## src/rtl/trs_pkg.sv

```systemverilog
package trs_pkg;
  typedef enum logic [2:0] {
    ST_IDLE,
    ST_KEY,
    ST_RAM,
    ST_CAP,
    ST_ALRT,
    ST_STMP
  } seq_st_e;
endpackage

```

## src/rtl/trs_src_resolve.sv

```systemverilog
module trs_src_resolve #(
  parameter int N_SRC = 9,
  parameter int LVL_W = 2
) (
  input  logic [N_SRC-1:0]       raw,
  input  logic [N_SRC-1:0]       mask,
  input  logic [N_SRC*LVL_W-1:0] level,
  input  logic                   host_req,
  input  logic [LVL_W-1:0]       host_lvl,
  output logic [N_SRC-1:0]       act,
  output logic                   tamper_any,
  output logic [LVL_W-1:0]       lvl_max
);
  logic [LVL_W-1:0] lvl_g [N_SRC];

  assign act        = raw & ~mask;
  assign tamper_any = |act;

  for (genvar i = 0; i < N_SRC; i++) begin : g_lvl
    assign lvl_g[i] = act[i] ? level[i*LVL_W +: LVL_W] : '0;
  end

  always_comb begin
    lvl_max = host_req ? host_lvl : '0;
    for (int i = 0; i < N_SRC; i++) begin
      if (lvl_g[i] > lvl_max) lvl_max = lvl_g[i];
    end
  end
endmodule

```

## src/rtl/trs_seq_fsm.sv

```systemverilog
module trs_seq_fsm
  import trs_pkg::*;
#(
  parameter int LVL_W = 2,
  localparam int NREG = 2**LVL_W
) (
  input  logic             clk,
  input  logic             rst_n,
  input  logic             tamper_go,
  input  logic             host_go,
  input  logic [LVL_W-1:0] lvl_in,
  input  logic             ext_mem_en,
  output seq_st_e          state,
  output logic [NREG-1:0]  key_wipe,
  output logic [NREG-1:0]  ram_wipe,
  output logic             busy
);
  seq_st_e          st_r;
  logic             tmp_r;
  logic [LVL_W-1:0] lvl_r;
  logic [NREG-1:0]  thermo;

  always_ff @(posedge clk or negedge rst_n) begin
    if (!rst_n) begin
      st_r  <= ST_IDLE;
      tmp_r <= 1'b0;
      lvl_r <= '0;
    end else begin
      unique case (st_r)
        ST_IDLE: begin
          if (tamper_go || host_go) begin
            st_r  <= ST_KEY;
            tmp_r <= tamper_go;
            lvl_r <= lvl_in;
          end
        end
        ST_KEY:  st_r <= ST_RAM;
        ST_RAM:  st_r <= tmp_r ? ST_CAP : ST_IDLE;
        ST_CAP:  st_r <= ST_ALRT;
        ST_ALRT: st_r <= ST_STMP;
        ST_STMP: st_r <= ST_IDLE;
        default: st_r <= ST_IDLE;
      endcase
    end
  end

  for (genvar r = 0; r < NREG; r++) begin : g_thermo
    assign thermo[r] = (LVL_W'(r) <= lvl_r);
  end

  assign state    = st_r;
  assign busy     = (st_r != ST_IDLE);
  assign key_wipe = (st_r == ST_KEY) ? thermo : '0;
  assign ram_wipe = (st_r == ST_RAM && ext_mem_en) ? thermo : '0;

  // the RAM wipe only ever follows a key wipe
  a_r3_ram_after_key: assert property (@(posedge clk) disable iff (!rst_n)
    (|ram_wipe) |-> $past(|key_wipe));
  // wipe strobes form a thermometer mask from region 0
  a_r7_thermo_mask: assert property (@(posedge clk) disable iff (!rst_n)
    ((key_wipe & (key_wipe + NREG'(1))) == '0));
  // a key wipe lasts one cycle
  a_r2_key_one_cycle: assert property (@(posedge clk) disable iff (!rst_n)
    (|key_wipe) |=> !(|key_wipe));
endmodule

```

## src/rtl/trs_latch_bank.sv

```systemverilog
module trs_latch_bank
  import trs_pkg::*;
#(
  parameter int N_SRC = 9,
  parameter int TS_W  = 16
) (
  input  logic             clk,
  input  logic             rst_n,
  input  seq_st_e          state,
  input  logic             trig,
  input  logic [N_SRC-1:0] act,
  input  logic             latch_clr,
  input  logic [TS_W-1:0]  timebase,
  output logic [N_SRC-1:0] latch_q,
  output logic             alert,
  output logic [TS_W-1:0]  stamp_q
);
  logic [N_SRC-1:0] pend_r, latch_r;
  logic             alert_r;
  logic [TS_W-1:0]  stamp_r;
  logic             idle, clr_ok, frozen;

  assign idle   = (state == ST_IDLE);
  assign clr_ok = latch_clr && idle && (act == '0);
  assign frozen = alert_r || (state == ST_ALRT) || (state == ST_STMP);

  always_ff @(posedge clk or negedge rst_n) begin
    if (!rst_n) begin
      pend_r  <= '0;
      latch_r <= '0;
      alert_r <= 1'b0;
      stamp_r <= '0;
    end else begin
      if (idle) pend_r <= trig ? act : '0;
      else      pend_r <= pend_r | act;

      if (state == ST_CAP) latch_r <= latch_r | pend_r | act;
      else if (clr_ok)     latch_r <= '0;
      else if (frozen)     latch_r <= latch_r | act;

      if (state == ST_ALRT) alert_r <= 1'b1;
      else if (clr_ok)      alert_r <= 1'b0;

      if (state == ST_STMP) stamp_r <= timebase;
    end
  end

  assign latch_q = latch_r;
  assign alert   = alert_r;
  assign stamp_q = stamp_r;

  // alert holds unless a clear is requested
  a_r5_alert_hold: assert property (@(posedge clk) disable iff (!rst_n)
    (alert && !latch_clr) |=> alert);
  // a clear with an active source leaves the alert up
  a_r10_clear_blocked: assert property (@(posedge clk) disable iff (!rst_n)
    (alert && (act != '0)) |=> alert);
  // the stamp moves only at the stamp step
  a_r6_stamp_fixed: assert property (@(posedge clk) disable iff (!rst_n)
    (state != ST_STMP) |=> $stable(stamp_q));
  // latch bits are only lost through an idle clear request
  a_r11_latch_grows: assert property (@(posedge clk) disable iff (!rst_n)
    !(latch_clr && idle) |=> ((latch_q & $past(latch_q)) == $past(latch_q)));
endmodule

```

## src/rtl/tamper_resp_seq.sv

```systemverilog
module tamper_resp_seq
  import trs_pkg::*;
#(
  parameter int N_INT = 5,
  parameter int N_EXT = 4,
  parameter int LVL_W = 2,
  parameter int TS_W  = 16,
  localparam int N_SRC = N_INT + N_EXT,
  localparam int NREG  = 2**LVL_W
) (
  input  logic                   clk,
  input  logic                   rst_n,
  input  logic [N_INT-1:0]       tamper_int,
  input  logic [N_EXT-1:0]       tamper_ext,
  input  logic [N_SRC-1:0]       src_mask,
  input  logic [N_SRC*LVL_W-1:0] src_level,
  input  logic                   ext_mem_en,
  input  logic                   host_erase,
  input  logic [LVL_W-1:0]       host_level,
  input  logic                   latch_clr,
  input  logic [TS_W-1:0]        timebase,
  output logic [NREG-1:0]        key_wipe,
  output logic [NREG-1:0]        ram_wipe,
  output logic [N_SRC-1:0]       latch_q,
  output logic                   alert,
  output logic [TS_W-1:0]        stamp_q,
  output logic                   busy
);
  logic [N_SRC-1:0] act;
  logic             tamper_any, tamper_go;
  logic [LVL_W-1:0] lvl_max;
  seq_st_e          state;

  trs_src_resolve #(.N_SRC(N_SRC), .LVL_W(LVL_W)) u_resolve (
    .raw        ({tamper_ext, tamper_int}),
    .mask       (src_mask),
    .level      (src_level),
    .host_req   (host_erase),
    .host_lvl   (host_level),
    .act        (act),
    .tamper_any (tamper_any),
    .lvl_max    (lvl_max)
  );

  assign tamper_go = tamper_any && !alert;

  trs_seq_fsm #(.LVL_W(LVL_W)) u_fsm (
    .clk        (clk),
    .rst_n      (rst_n),
    .tamper_go  (tamper_go),
    .host_go    (host_erase),
    .lvl_in     (lvl_max),
    .ext_mem_en (ext_mem_en),
    .state      (state),
    .key_wipe   (key_wipe),
    .ram_wipe   (ram_wipe),
    .busy       (busy)
  );

  trs_latch_bank #(.N_SRC(N_SRC), .TS_W(TS_W)) u_latch (
    .clk       (clk),
    .rst_n     (rst_n),
    .state     (state),
    .trig      (tamper_go && state == ST_IDLE),
    .act       (act),
    .latch_clr (latch_clr),
    .timebase  (timebase),
    .latch_q   (latch_q),
    .alert     (alert),
    .stamp_q   (stamp_q)
  );

  // masked sources never reach the latches
  a_r8_mask_blocks: assert property (@(posedge clk) disable iff (!rst_n)
    ((latch_q & src_mask) == '0) |=> ((latch_q & src_mask) == '0 || $past(src_mask) != src_mask));
endmodule

```

## config.mk

```make
export PLATFORM = sky130hd
export DESIGN_NAME = tamper_resp_seq
export DESIGN_NICKNAME = d
export VERILOG_FILES = /design/src/rtl/trs_pkg.sv /design/src/rtl/trs_src_resolve.sv /design/src/rtl/trs_seq_fsm.sv /design/src/rtl/trs_latch_bank.sv /design/src/rtl/tamper_resp_seq.sv
export SDC_FILE = /design/constraint.sdc
export NUM_CORES = 1
export LEC_CHECK = 0
export CAP_MARGIN = 20
export CORE_UTILIZATION = 45
export CTS_CLUSTER_SIZE = 28
export DETAILED_ROUTE_END_ITERATION = 16
export GPL_TIMING_DRIVEN = 0
export HOLD_SLACK_MARGIN = 0.15
export PLACE_DENSITY = 0.81
export SKIP_CTS_REPAIR_TIMING = 1
export SYNTH_ARGS = -nofsm -noshare
export SYNTH_HDL_FRONTEND = slang
export SYNTH_SLANG_ARGS = --single-unit
```

## constraint.sdc

```tcl
create_clock -name clk -period 2.1 [get_ports clk]
set_input_delay 0.315 -clock clk [delete_from_list [all_inputs] [get_ports clk]]
set_output_delay 0.315 -clock clk [all_outputs]
set_load 0.005 [all_outputs]
```

==> results.py, run 1 <==
metrics = {
    "status": {
        "status": "finished with violations",
        "violations": "setup timing",
    },
    "setup_path": {
        "cp.arrival_ns": 7.62,
        "critPathKind": "primary input to flop",
        "crit_top_cell": "ha_4",
        "critical-path-slowest-cell": "a2111oi_4",
        "worstPathMaxFanout": 3,
        "cp-end-kind": "flop",
        "start_kind": "primary input",
        "required_ns": 2.28,
        "slowest_delay_ns": 0.40,
    },
    "synthesis": {
        "synth_cell_types": 47,
        "synthesis.area_sq_mm": 0.002567,
        "ys_ff_latch": 41,
        "syn_inst": 265,
        "syn_nets": 350,
        "synth_top_area_frac": 0.3996,
        "synth_flop_cell": "dfrtp_1",
        "syn-mean-instance-area_sq_um": 9.689,
        "ys_warn_count": 0,
        "synth_enable_flop_cells": 0,
        "async_reset_ff_frac": 1.000,
        "ys_seq_area_frac": 0.3996,
        "yosys.area.top_type": "dfrtp_1",
        "yosys-top-cells-area": "dfrtp_1 40%, ha_1 13%, mux2_2 7.5%",
    },
    "cells_and_area": {
        "area.sequential_sq_mm": 0.001028,
        "n_antenna_cell": 0,
        "area_growth_pct": 67.64,
        "drive_gt1_frac": 0.3049,
        "fill_cells": 358,
        "fin_cells": 459,
        "final_util": 0.7816,
        "multi_input_area_sq_mm": 0.001848,
        "design_area_sq_mm": 0.004304,
        "layout.nets": 471,
    },
    "sta": {
        "setup_slack_ns": -5.335,
        "hold_viol": 0,
        "slew-limit-headroom": 0.3988,
        "setup_viol": 2,
        "fin_hold_ws_ns": 0.1367,
        "fmax_ghz": 0.1345,
        "finalCritPeriodShare": 3.540,
        "finalMaxSlewViolations": 0,
        "rsz0062_at_grt": "true",
        "tightest_slew_ns": 0.9018,
        "skew_ns": 0.005647,
        "fin_setup_tns_ns": -5.494,
        "period_needed_ns": 7.435,
    },
    "global_routing": {
        "antenna_found_initial": 0,
        "grt_pass1_wl_microns": 10340,
        "grt_pass1_vias": 2161,
        "grt_overflow_total": 0,
        "track_usage": 0.2192,
        "grt_max_degree": 42,
    },
    "power_and_ir_drop": {
        "power.switching_mw": 1.416,
        "powerDensity_mw_per_mm2": 989.5,
        "seq_power_share": 0.313,
        "power_mw": 4.259,
        "p_int_mw": 2.842,
        "leakage_nw": 2.027,
        "peakVddDrop_uv": 747.5,
        "clockPowerShare": 0.154,
        "p_comb_frac": 0.533,
        "p_sw_frac": 0.3326,
    },
    "routing": {
        "maxUsedRoutingLayer": "met4",
        "drc": 0,
        "drtAntennaViolNets": 0,
        "vias": 2402,
        "wire_per_inst_microns": 15.57,
        "drt_iter0_drc": 108,
        "viasPerCell": 5.233,
        "drt-met1-wl_microns": 2942,
        "dr.pass1.iters": 4,
        "drt-total-wl_microns": 7148,
        "dr_wl_met2_microns": 3779,
        "wl_met3_microns": 312,
    },
    "floorplanning": {
        "die_w_microns": 77.54,
        "die_y_microns": 77.54,
        "core_area_sq_mm": 0.005507,
        "start_util": 0.4663,
        "io-pin-count": 94,
        "die_area_sq_mm": 0.006012,
        "num_rows": 27,
    },
    "cts": {
        "cts_htree_levels": 2,
        "clk_path_buf_depth": 2,
        "cts_num_sinks": 41,
        "cts_buffers": 5,
        "clock-root-buffer": "clkbuf_8",
        "path_clk_slew_ns": 0.08,
        "cts_tree": "yes",
        "clock_latency_ns": 0.29,
    },
    "job": {
        "max_cap_violations": 0,
    },
    "min_path": {
        "hold_class": "primary input to async pin",
    },
    "placement": {
        "dp.cells": 430,
        "gp_congestion": 0.8138,
        "hpwlAfterDp_microns": 4972,
        "portBuffers": 93,
        "placed_area_sq_mm": 0.003802,
        "place_ws_ns": -6.163,
    },
}
final cells by class:
| class | instances | area share |
|---|---|---|
| multi-input cells | 199 | 0.4294 |
| repair buffers | 114 | 0.2576 |
| flip-flops and latches | 41 | 0.2390 |
| well taps | 72 | 0.02093 |
| clock buffers | 7 | 0.02006 |
| inverters | 18 | 0.01570 |
| plain buffers | 7 | 0.01047 |
| clock inverters | 1 | 0.006977 |
critical path, delay by kind of cell:
kind / cells / cell delay, ns
buffers and inverters: 5 / 0.25
AO/OA/AOI/OAI: 14 / 2.35
AND/OR/NAND/NOR: 15 / 1.69
multiplexers: 3 / 0.70
adder cells (fa/ha/maj): 9 / 2.25
layout by cell type (no fill, tap or decap), drive strengths merged, types with 2 or more instances in the layout:
| cell type | netlist | final |
|---|---|---|
| clkdlybuf4s50 | 0 | 81 |
| dfrtp | 41 | 41 |
| nor2 | 31 | 31 |
| buf | 3 | 26 |
| ha | 26 | 26 |
| a21oi | 21 | 21 |
| nand2 | 20 | 20 |
| mux2 | 17 | 17 |
| inv | 16 | 17 |
| clkbuf | 4 | 12 |
| dlymetal6s2s | 0 | 9 |
| a21o | 9 | 9 |
| nor2b | 8 | 8 |
| nand2b | 6 | 6 |
| nand3b | 5 | 5 |
| o22ai | 5 | 5 |
| and2b | 5 | 5 |
| and2 | 5 | 5 |
| o21a | 4 | 4 |
| o21ai | 4 | 4 |
| mux2i | 3 | 3 |
| and3 | 3 | 3 |
| nand3 | 3 | 3 |
| nor3 | 3 | 3 |
| o21bai | 2 | 2 |
| nor4 | 2 | 2 |
| o21ba | 2 | 2 |
| or3 | 2 | 2 |
cell usage after synthesis, types with 3 or more instances:
master / number
nor2_1: 31
nor2b_1: 5
nand2_1: 20
and2_1: 5
inv_1: 16
ha_1: 26
and3_1: 3
o21ai_0: 3
nand3_1: 3
clkbuf_1: 4
mux2_2: 17
o21a_1: 4
and2b_1: 3
a21o_1: 8
nand3b_1: 5
dfrtp_1: 41
a21oi_1: 21
nand2b_1: 6
o22ai_1: 5
nor3_1: 3
mux2i_1: 3
sequential cells by signal, indices dropped and copies added (netlist names):
register,cells
u_fsm.lvl_r,2
u_fsm.state,3
u_fsm.tmp_r,1
u_latch.alert,1
u_latch.latch_q,9
u_latch.pend_r,9
u_latch.stamp_q,16
power by group through the flow:
stage,logic [mW],registers (mW),clock network (mW)
detailed placement,1.90,1.34,0
global route,2.45,1.37,0.704
global placement,1.83,1.31,0
floorplan,1.01,1.32,0
CTS,1.91,1.32,0.671
finish,2.27,1.33,0.657
path summary, 6_finish.rpt:
check	from	to	slack, ns	cells past startpoint
max	tamper_int[0]	u_fsm.lvl_r[0]	-5.33	46
min reg2reg	u_latch.latch_q[6]	u_latch.latch_q[6]	0.50	2
max in group asynchronous	rst_n	u_fsm.state[0]	1.34	1
min in group clk	host_erase	u_fsm.tmp_r	0.46	3
max reg2reg	u_fsm.state[1]	u_latch.stamp_q[13]	0.26	4
min	rst_n	u_latch.stamp_q[0]	0.14	1
kinds of logic after synthesis:
logic type | after synthesis | synth area share
flops | 41 | 0.3996
mux | 20 | 0.08626
buf+inv | 25 | 0.04288
compound gates | 55 | 0.1408
fa+ha+maj | 26 | 0.1267
simple gates | 98 | 0.2037
per-layer routing:
metal | up-vias | GRT usage
met1 | 1170 | 0.2754
met3 | 10 | 0.05176
met5 | - | 0
met4 | 0 | 0.05849
li1 | 1165 | -
met2 | 57 | 0.3752
(Power assumes the default switching activity.)
==> run 2: changes to the inputs <==
CAP_MARGIN = not set   (was 20)
==> results of run 2 <==
Final layout, timing and power as in run 1 (identical DEF).
